[src/rtl/tmr_pkg.sv]
package tmr_pkg;
    localparam int WORD_W = 32;
    localparam int NUM_CH = 6;
    localparam int WD_CH  = NUM_CH - 1;
    localparam int IDX_W  = 4;

    // word indices of the register map (byte address / 4)
    localparam logic [IDX_W-1:0] RI_CNT_LO  = 4'd0;
    localparam logic [IDX_W-1:0] RI_CNT_HI  = 4'd1;
    localparam logic [IDX_W-1:0] RI_CMP0    = 4'd2;
    localparam logic [IDX_W-1:0] RI_FLAGS   = 4'd8;
    localparam logic [IDX_W-1:0] RI_IEN     = 4'd9;
    localparam logic [IDX_W-1:0] RI_WDEN    = 4'd10;
    localparam logic [IDX_W-1:0] RI_PSC     = 4'd11;
    localparam logic [IDX_W-1:0] RI_SNAP    = 4'd12;
    localparam logic [IDX_W-1:0] RI_SNAP_LO = 4'd13;
    localparam logic [IDX_W-1:0] RI_SNAP_HI = 4'd14;

    typedef enum logic [1:0] {
        WD_OFF   = 2'd0,
        WD_ARMED = 2'd1,
        WD_FIRE  = 2'd2
    } wd_state_t;
endpackage

[src/rtl/tmr_prescale.sv]
module tmr_prescale #(
    parameter int DIV_W = 32
) (
    input  logic             clk,
    input  logic             rst_n,
    input  logic             restart,
    input  logic [DIV_W-1:0] div,
    output logic             tick
);
    localparam int PW = DIV_W + 1;

    logic [PW-1:0] phase_q;
    logic [PW-1:0] last_phase;

    // a period of 2*(div+1) clocks ends at phase 2*div+1
    assign last_phase = {div, 1'b1};
    assign tick       = (phase_q >= last_phase);

    always_ff @(posedge clk or negedge rst_n) begin
        if (!rst_n)
            phase_q <= '0;
        else if (restart || tick)
            phase_q <= '0;
        else
            phase_q <= phase_q + PW'(1);
    end


    phase_wrap_chk: assert property (@(posedge clk) disable iff (!rst_n)
        tick |=> (phase_q == '0));


    phase_step_chk: assert property (@(posedge clk) disable iff (!rst_n)
        (!restart && !tick) |=> (phase_q == $past(phase_q) + PW'(1)));
endmodule

[src/rtl/tmr_count.sv]
module tmr_count #(
    parameter int WORD_W = 32
) (
    input  logic                clk,
    input  logic                rst_n,
    input  logic                tick,
    input  logic                ld_lo,
    input  logic                ld_hi,
    input  logic                snap_req,
    input  logic [WORD_W-1:0]   wdata,
    output logic [2*WORD_W-1:0] cnt_o,
    output logic [2*WORD_W-1:0] snap_o,
    output logic [WORD_W-1:0]   next_lo
);
    localparam int CW = 2 * WORD_W;

    logic [CW-1:0] cnt_q;
    logic [CW-1:0] snap_q;

    assign cnt_o   = cnt_q;
    assign snap_o  = snap_q;
    assign next_lo = cnt_q[WORD_W-1:0] + WORD_W'(1);

    always_ff @(posedge clk or negedge rst_n) begin
        if (!rst_n) begin
            cnt_q <= '0;
        end else if (ld_lo || ld_hi) begin
            if (ld_lo) cnt_q[WORD_W-1:0]  <= wdata;
            if (ld_hi) cnt_q[CW-1:WORD_W] <= wdata;
        end else if (tick) begin
            cnt_q <= cnt_q + CW'(1);
        end
    end

    always_ff @(posedge clk or negedge rst_n) begin
        if (!rst_n)
            snap_q <= '0;
        else if (snap_req)
            snap_q <= cnt_q;
    end


    load_lo_chk: assert property (@(posedge clk) disable iff (!rst_n)
        ld_lo |=> (cnt_q[WORD_W-1:0] == $past(wdata)));


    snap_copy_chk: assert property (@(posedge clk) disable iff (!rst_n)
        snap_req |=> (snap_q == $past(cnt_q)));


    count_hold_chk: assert property (@(posedge clk) disable iff (!rst_n)
        (!tick && !ld_lo && !ld_hi) |=> $stable(cnt_q));
endmodule

[src/rtl/tmr_match_chan.sv]
module tmr_match_chan #(
    parameter int WORD_W = 32
) (
    input  logic              clk,
    input  logic              rst_n,
    input  logic              tick,
    input  logic [WORD_W-1:0] next_lo,
    input  logic [WORD_W-1:0] cmp,
    input  logic              clr,
    output logic              hit_o,
    output logic              flag_o
);
    logic flag_q;

    assign hit_o  = tick && (next_lo == cmp);
    assign flag_o = flag_q;

    // a new hit wins over a clear in the same cycle
    always_ff @(posedge clk or negedge rst_n) begin
        if (!rst_n)
            flag_q <= 1'b0;
        else if (hit_o)
            flag_q <= 1'b1;
        else if (clr)
            flag_q <= 1'b0;
    end


    flag_sticky_chk: assert property (@(posedge clk) disable iff (!rst_n)
        (flag_q && !clr) |=> flag_q);


    flag_on_tick_chk: assert property (@(posedge clk) disable iff (!rst_n)
        $rose(flag_q) |-> $past(tick));
endmodule

[src/rtl/tmr_wdog_fsm.sv]
module tmr_wdog_fsm
    import tmr_pkg::*;
#(
    parameter int PULSE = 16
) (
    input  logic clk,
    input  logic rst_n,
    input  logic en,
    input  logic hit,
    output logic rst_o
);
    localparam int LW = $clog2(PULSE + 1);

    wd_state_t      state_q, state_d;
    logic [LW-1:0]  left_q, left_d;

    always_comb begin
        state_d = state_q;
        left_d  = left_q;
        unique case (state_q)
            WD_OFF: begin
                if (en) state_d = WD_ARMED;                 // enable-set
            end
            WD_ARMED: begin
                if (!en) begin
                    state_d = WD_OFF;                       // disable
                end else if (hit) begin
                    state_d = WD_FIRE;                      // match-hit
                    left_d  = LW'(PULSE - 1);
                end
            end
            WD_FIRE: begin
                if (!en)                state_d = WD_OFF;   // disable
                else if (left_q == '0)  state_d = WD_ARMED; // pulse-done
                else                    left_d  = left_q - LW'(1);
            end
            default: state_d = WD_OFF;
        endcase
    end

    always_ff @(posedge clk or negedge rst_n) begin
        if (!rst_n) begin
            state_q <= WD_OFF;
            left_q  <= '0;
        end else begin
            state_q <= state_d;
            left_q  <= left_d;
        end
    end

    always_comb begin
        rst_o = (state_q == WD_FIRE) && en;
    end


    fire_abort_chk: assert property (@(posedge clk) disable iff (!rst_n)
        (state_q == WD_FIRE && !en) |=> (state_q == WD_OFF));


    pulse_cause_chk: assert property (@(posedge clk) disable iff (!rst_n)
        $rose(rst_o) |-> $past(hit && en));
endmodule

[src/rtl/systimer_match64.sv]
module systimer_match64
    import tmr_pkg::*;
#(
    parameter int ADDR_W     = 6,
    parameter int DIV_W      = 32,
    parameter int WDOG_PULSE = 16
) (
    input  logic              clk,
    input  logic              rst_n,
    input  logic [ADDR_W-1:0] bus_addr,
    input  logic              bus_we,
    input  logic [31:0]       bus_wdata,
    output logic [31:0]       bus_rdata,
    output logic              irq_o,
    output logic              wdog_rst_o
);
    localparam int WA = ADDR_W - 2;

    logic [WA-1:0]        word_addr;
    logic                 in_map;
    logic [IDX_W-1:0]     idx;

    logic [WORD_W-1:0]    cmp_q [NUM_CH];
    logic [NUM_CH-1:0]    ien_q;
    logic                 wden_q;
    logic [DIV_W-1:0]     div_q;
    logic                 irq_q;

    logic                 tick;
    logic [2*WORD_W-1:0]  cnt;
    logic [2*WORD_W-1:0]  snap;
    logic [WORD_W-1:0]    next_lo;
    logic [NUM_CH-1:0]    hit;
    logic [NUM_CH-1:0]    flags;

    logic                 wr_lo, wr_hi, wr_flags, wr_ien, wr_wden, wr_psc, wr_snap;

    assign word_addr = bus_addr[ADDR_W-1:2];
    assign in_map    = ((word_addr >> IDX_W) == '0);
    assign idx       = word_addr[IDX_W-1:0];

    assign wr_lo    = bus_we && in_map && (idx == RI_CNT_LO);
    assign wr_hi    = bus_we && in_map && (idx == RI_CNT_HI);
    assign wr_flags = bus_we && in_map && (idx == RI_FLAGS);
    assign wr_ien   = bus_we && in_map && (idx == RI_IEN);
    assign wr_wden  = bus_we && in_map && (idx == RI_WDEN);
    assign wr_psc   = bus_we && in_map && (idx == RI_PSC);
    assign wr_snap  = bus_we && in_map && (idx == RI_SNAP) && bus_wdata[0];

    tmr_prescale #(.DIV_W(DIV_W)) u_psc (
        .clk     (clk),
        .rst_n   (rst_n),
        .restart (wr_lo),
        .div     (div_q),
        .tick    (tick)
    );

    tmr_count #(.WORD_W(WORD_W)) u_cnt (
        .clk      (clk),
        .rst_n    (rst_n),
        .tick     (tick),
        .ld_lo    (wr_lo),
        .ld_hi    (wr_hi),
        .snap_req (wr_snap),
        .wdata    (bus_wdata[WORD_W-1:0]),
        .cnt_o    (cnt),
        .snap_o   (snap),
        .next_lo  (next_lo)
    );

    for (genvar g = 0; g < NUM_CH; g++) begin : g_chan
        logic wr_cmp;
        assign wr_cmp = bus_we && in_map && (idx == RI_CMP0 + IDX_W'(g));

        always_ff @(posedge clk or negedge rst_n) begin
            if (!rst_n)
                cmp_q[g] <= '0;
            else if (wr_cmp)
                cmp_q[g] <= bus_wdata[WORD_W-1:0];
        end

        tmr_match_chan #(.WORD_W(WORD_W)) u_ch (
            .clk     (clk),
            .rst_n   (rst_n),
            .tick    (tick),
            .next_lo (next_lo),
            .cmp     (cmp_q[g]),
            .clr     (wr_flags && bus_wdata[g]),
            .hit_o   (hit[g]),
            .flag_o  (flags[g])
        );
    end

    always_ff @(posedge clk or negedge rst_n) begin
        if (!rst_n) begin
            ien_q  <= '0;
            wden_q <= 1'b0;
            div_q  <= '0;
            irq_q  <= 1'b0;
        end else begin
            if (wr_ien)  ien_q  <= bus_wdata[NUM_CH-1:0];
            if (wr_wden) wden_q <= bus_wdata[0];
            if (wr_psc)  div_q  <= bus_wdata[DIV_W-1:0];
            irq_q <= |(flags & ien_q);
        end
    end

    assign irq_o = irq_q;

    tmr_wdog_fsm #(.PULSE(WDOG_PULSE)) u_wd (
        .clk   (clk),
        .rst_n (rst_n),
        .en    (wden_q),
        .hit   (hit[WD_CH]),
        .rst_o (wdog_rst_o)
    );

    always_comb begin
        bus_rdata = '0;
        if (in_map) begin
            unique case (idx)
                RI_CNT_LO:  bus_rdata = cnt[WORD_W-1:0];
                RI_CNT_HI:  bus_rdata = cnt[2*WORD_W-1:WORD_W];
                RI_FLAGS:   bus_rdata = 32'(flags);
                RI_IEN:     bus_rdata = 32'(ien_q);
                RI_WDEN:    bus_rdata = 32'(wden_q);
                RI_PSC:     bus_rdata = 32'(div_q);
                RI_SNAP_LO: bus_rdata = snap[WORD_W-1:0];
                RI_SNAP_HI: bus_rdata = snap[2*WORD_W-1:WORD_W];
                default: begin
                    for (int i = 0; i < NUM_CH; i++)
                        if (idx == RI_CMP0 + IDX_W'(i)) bus_rdata = cmp_q[i];
                end
            endcase
        end
    end


    irq_cause_chk: assert property (@(posedge clk) disable iff (!rst_n)
        $rose(irq_o) |-> $past(flags != '0));


    wdog_needs_en_chk: assert property (@(posedge clk) disable iff (!rst_n)
        (wr_wden && !bus_wdata[0]) |=> !wdog_rst_o);
endmodule

[config.mk]
export PLATFORM = sky130hd
export DESIGN_NAME = systimer_match64
export DESIGN_NICKNAME = d
export VERILOG_FILES = /design/src/rtl/tmr_pkg.sv /design/src/rtl/tmr_prescale.sv /design/src/rtl/tmr_count.sv /design/src/rtl/tmr_match_chan.sv /design/src/rtl/tmr_wdog_fsm.sv /design/src/rtl/systimer_match64.sv
export SDC_FILE = /design/constraint.sdc
export NUM_CORES = 1
export LEC_CHECK = 0
export BUFFER_PORTS_ARGS = -buffer_cell sky130_fd_sc_hd__buf_2
export CAP_MARGIN = 10
export CORE_MARGIN = 3
export CORE_UTILIZATION = 45
export DETAILED_ROUTE_END_ITERATION = 10
export MAX_ROUTING_LAYER = met4
export PLACE_DENSITY = 0.57
export SETUP_SLACK_MARGIN = 0.1
export SYNTH_ARGS = -nofsm -noshare
export SYNTH_HDL_FRONTEND = slang
export SYNTH_HIERARCHICAL = 1
export SYNTH_SLANG_ARGS = --single-unit
[constraint.sdc]
create_clock -name clk -period 5.7 [get_ports clk]
set_input_delay 0.285 -clock clk [delete_from_list [all_inputs] [get_ports clk]]
set_output_delay 0.285 -clock clk [all_outputs]
set_load 0.1 [all_outputs]
==> qor.txt <==
outcome = complete, no violations
register area share after synthesis = 0.4130
drt initial violations = 2068
CTS root buffer = clkbuf_16
CP Data Required Time = 6180 ps
Critical Path AT = 5100 ps
clk_lat worst skew = 610 ps
Avg Inst Size Synth = 10.37 µm²
post-synthesis cell type count = 93
Setup Crit Path Kind = register to register
Pre-antenna DRT Iters = 8
WL final = 89.78 mm
crit path cell chain = ha_1, nand3_1, nor4_1, nand4_1, xnor2_1, buf_4, xor2_1, nor4_1, nand4_1, nor4_2, buf_4, and3b_2, nand2_1, and3_1
P_leak = 11.53 nW
CTS tree = done
Max Buffers Root-to-Sink = 3
Rel. slew slack = 0.1970
VDD IR-drop max = 0.0002446 V
crit-path max cell delay = 760 ps
Clock Sinks = 406
fraction of layout cells with a size suffix above 1 = 0.2306
Design Area, Final = 27190 µm²
core box area = 53920 µm²
Hold Slack = 72.26 ps
vias per inst = 6.508
Setup Buffers After CTS = 0
period utilisation layout = 0.8091
commonest non-fill, non-tap cell in the layout = dfrtp_1
WL/cell = 28.77 µm
cts bufs inserted = 48
startpoint types = register
met3 routed WL = 6.731 mm
Worst Tran Pin Value = 1194 ps
most frequent cells in the layout = dfrtp_1, mux2_2, xor2_1
Final Critical Period = 4612 ps
fill cell count = 4914
wire length on met1 = 38.33 mm
crit path capture type = register
Setup TNS = 0 ps
Slowest-stage cell, CP = nor4_1
maximum clock frequency = 216.8 MHz
top routing layer in use = met4
PwrDens = 384.6 nW/µm²
Routability Congestion = 0.9594
RSZ-0062 raised after global routing = false
H-tree depth = 2
first-pass GRT wire length = 132.8 mm
clk_skew = 26.43 ps
number of global-route vias before repair = 19719
Top FF cell, synth = dfrtp_1
placed standard-cell area = 25490 µm²
syn nets = 2447
Area growth, synth to finish = 10.53%
setup ws final = 1088 ps
Worst Hold Class = input port to register
row count = 85
met2 WL = 41.67 mm
Post-synth EDFFs = 0
Synth Register Bits = 406
# setup viols final = 0
Layout Nets = 2460
num ports = 75
Die ar. = 57500 µm²
remaining global-route overflow = 0
Yosys warnings = 6
Starting Density = 0.4562
Max-Cap Viols = 0
dpl ws = 1266 ps
Buffers on Ports = 72
Post-Syn Area = 24600 µm²
largest net degree at the start of global routing = 166
post-cts sizing count = 0
die width = 239.8 µm
Final ANT Viol Nets = 0
Global Route Usage Sum = 0.3186
Slew Limit Fails = 0
vias = 20311
initial antenna violation count = 1
Final Power = 10.46 mW
HPWL after DPL = 64.05 mm
DRC Markers = 0
ys async rst share = 1.000
crit path max fanout = 8
Chip Height = 239.8 µm
Final Hold Viols = 0
Post-Syn Instances = 2371
reg2reg setup slack = 1090 ps
Clock Pin Slew Worst Setup and Hold Paths = 60 ps
==> synth_stat cells, types with 39 or more instances <==
library cell  count  share of area
dfrtp_1         406           0.41
nor3_1           39         0.0079
clkbuf_1         78          0.012
mux2_2          284           0.13
nand2_1         111          0.017
nor2_1          104          0.016
xor2_1          194          0.069
a21oi_1         113          0.023
inv_1            52         0.0079
nand4_1          61          0.016
buf_2            59          0.012
o21ai_0          82          0.017
nand3_1          58          0.012
a22oi_1          40          0.012
xnor2_1          95          0.034
nor4_1           90          0.023
==> cell families (layout without fill, tap and decap cells) <==
logic type / Yosys count / count (layout) / synth area share
simple gates: 643 / 643 / 0.1518
compound gates: 466 / 466 / 0.1305
flops: 406 / 406 / 0.4130
mux: 301 / 301 / 0.1376
xor+xnor: 289 / 289 / 0.1029
buf+inv: 231 / 284 / 0.04629
fa+ha+maj: 35 / 35 / 0.01780
other cells: 0 / 1 / 0
==> per-layer routing <==
layer / GRT usage / up-vias
met1: 0.4248 / 10476
li1: - / 8788
met4: 0.1065 / 0
met2: 0.4970 / 874
met5: - / -
met3: 0.05112 / 173
==> area by class of cell <==
| type | instances | area (µm²) | share of cell area |
|---|---|---|---|
| Antenna cell | 1 | 2.502 | 0.00009203 |
| Clock buffer | 76 | 1448 | 0.05324 |
| Clock inverter | 14 | 235.2 | 0.008651 |
| Inverter | 54 | 202.7 | 0.007455 |
| Multi-Input combinational cell | 1734 | 13360 | 0.4914 |
| Sequential cell | 406 | 10160 | 0.3737 |
| Tap cell | 696 | 870.8 | 0.03203 |
| Timing Repair Buffer | 140 | 910.9 | 0.03350 |
==> metrics by stage <==
step             util  std cells
2_1_floorplan       -       2371
3_3_place_gp   0.4728       3029
3_5_place_dp   0.4728       3029
4_1_cts        0.5042       3120
5_1_grt        0.5043       3121
6_report       0.5043       3121
==> worst max-delay path: cells and delay by family (launching register included) <==
| family | cells | cell delay (ps) |
|---|---|---|
| adders and majority gates | 1 | 280 |
| xor gates and xnor gates | 2 | 380 |
| DFF | 1 | 520 |
| and+or+nand+nor | 9 | 2930 |
| buffers and inverters | 2 | 380 |
==> path summary, 6_finish.rpt <==
path / start / cells after the start / to
min in group asynchronous: rst_n / 2 / u_psc/phase_q[29]$_DFF_PN0_
max in group asynchronous: rst_n / 3 / cmp_q[130]$_DFFE_PN0P_
min: bus_wdata[28] / 3 / u_cnt/cnt_o[28]$_DFFE_PN0P_
max reg2reg: u_cnt/cnt_o[0]$_DFFE_PN0P_ / 14 / u_wd/left_q[4]$_DFFE_PN0P_
min reg2reg: u_psc/phase_q[0]$_DFF_PN0_ / 1 / u_psc/phase_q[0]$_DFF_PN0_
max: u_cnt/cnt_o[0]$_DFFE_PN0P_ / 14 / u_wd/left_q[4]$_DFFE_PN0P_
==> what timing repair did <==
item / 4_1_cts / 5_1_grt
endpoints found under the setup margin: 0 / 0
hold buffers: 1 / 0
hold endpoints to repair: 92 / 0
==> power by group <==
group / leakage (nW) / switching (mW) / total (mW) / internal [mW]
registers: 5.10 / 0.788 / 4.29 / 3.50
clock network: 0.826 / 1.32 / 3.33 / 2.01
logic: 5.61 / 1.68 / 2.84 / 1.16
==> registers in the layout (all words and copies together) (netlist names), 2 cells and up <==
register	count
cmp_q	192
div_q	32
g_chan.u_ch/flag_o	6
ien_q	6
u_cnt/cnt_o	64
u_cnt/snap_o	64
u_psc/phase_q	33
u_wd/left_q	5
u_wd/state_q	2
No activity file was read; power rests on OpenSTA's default activity.
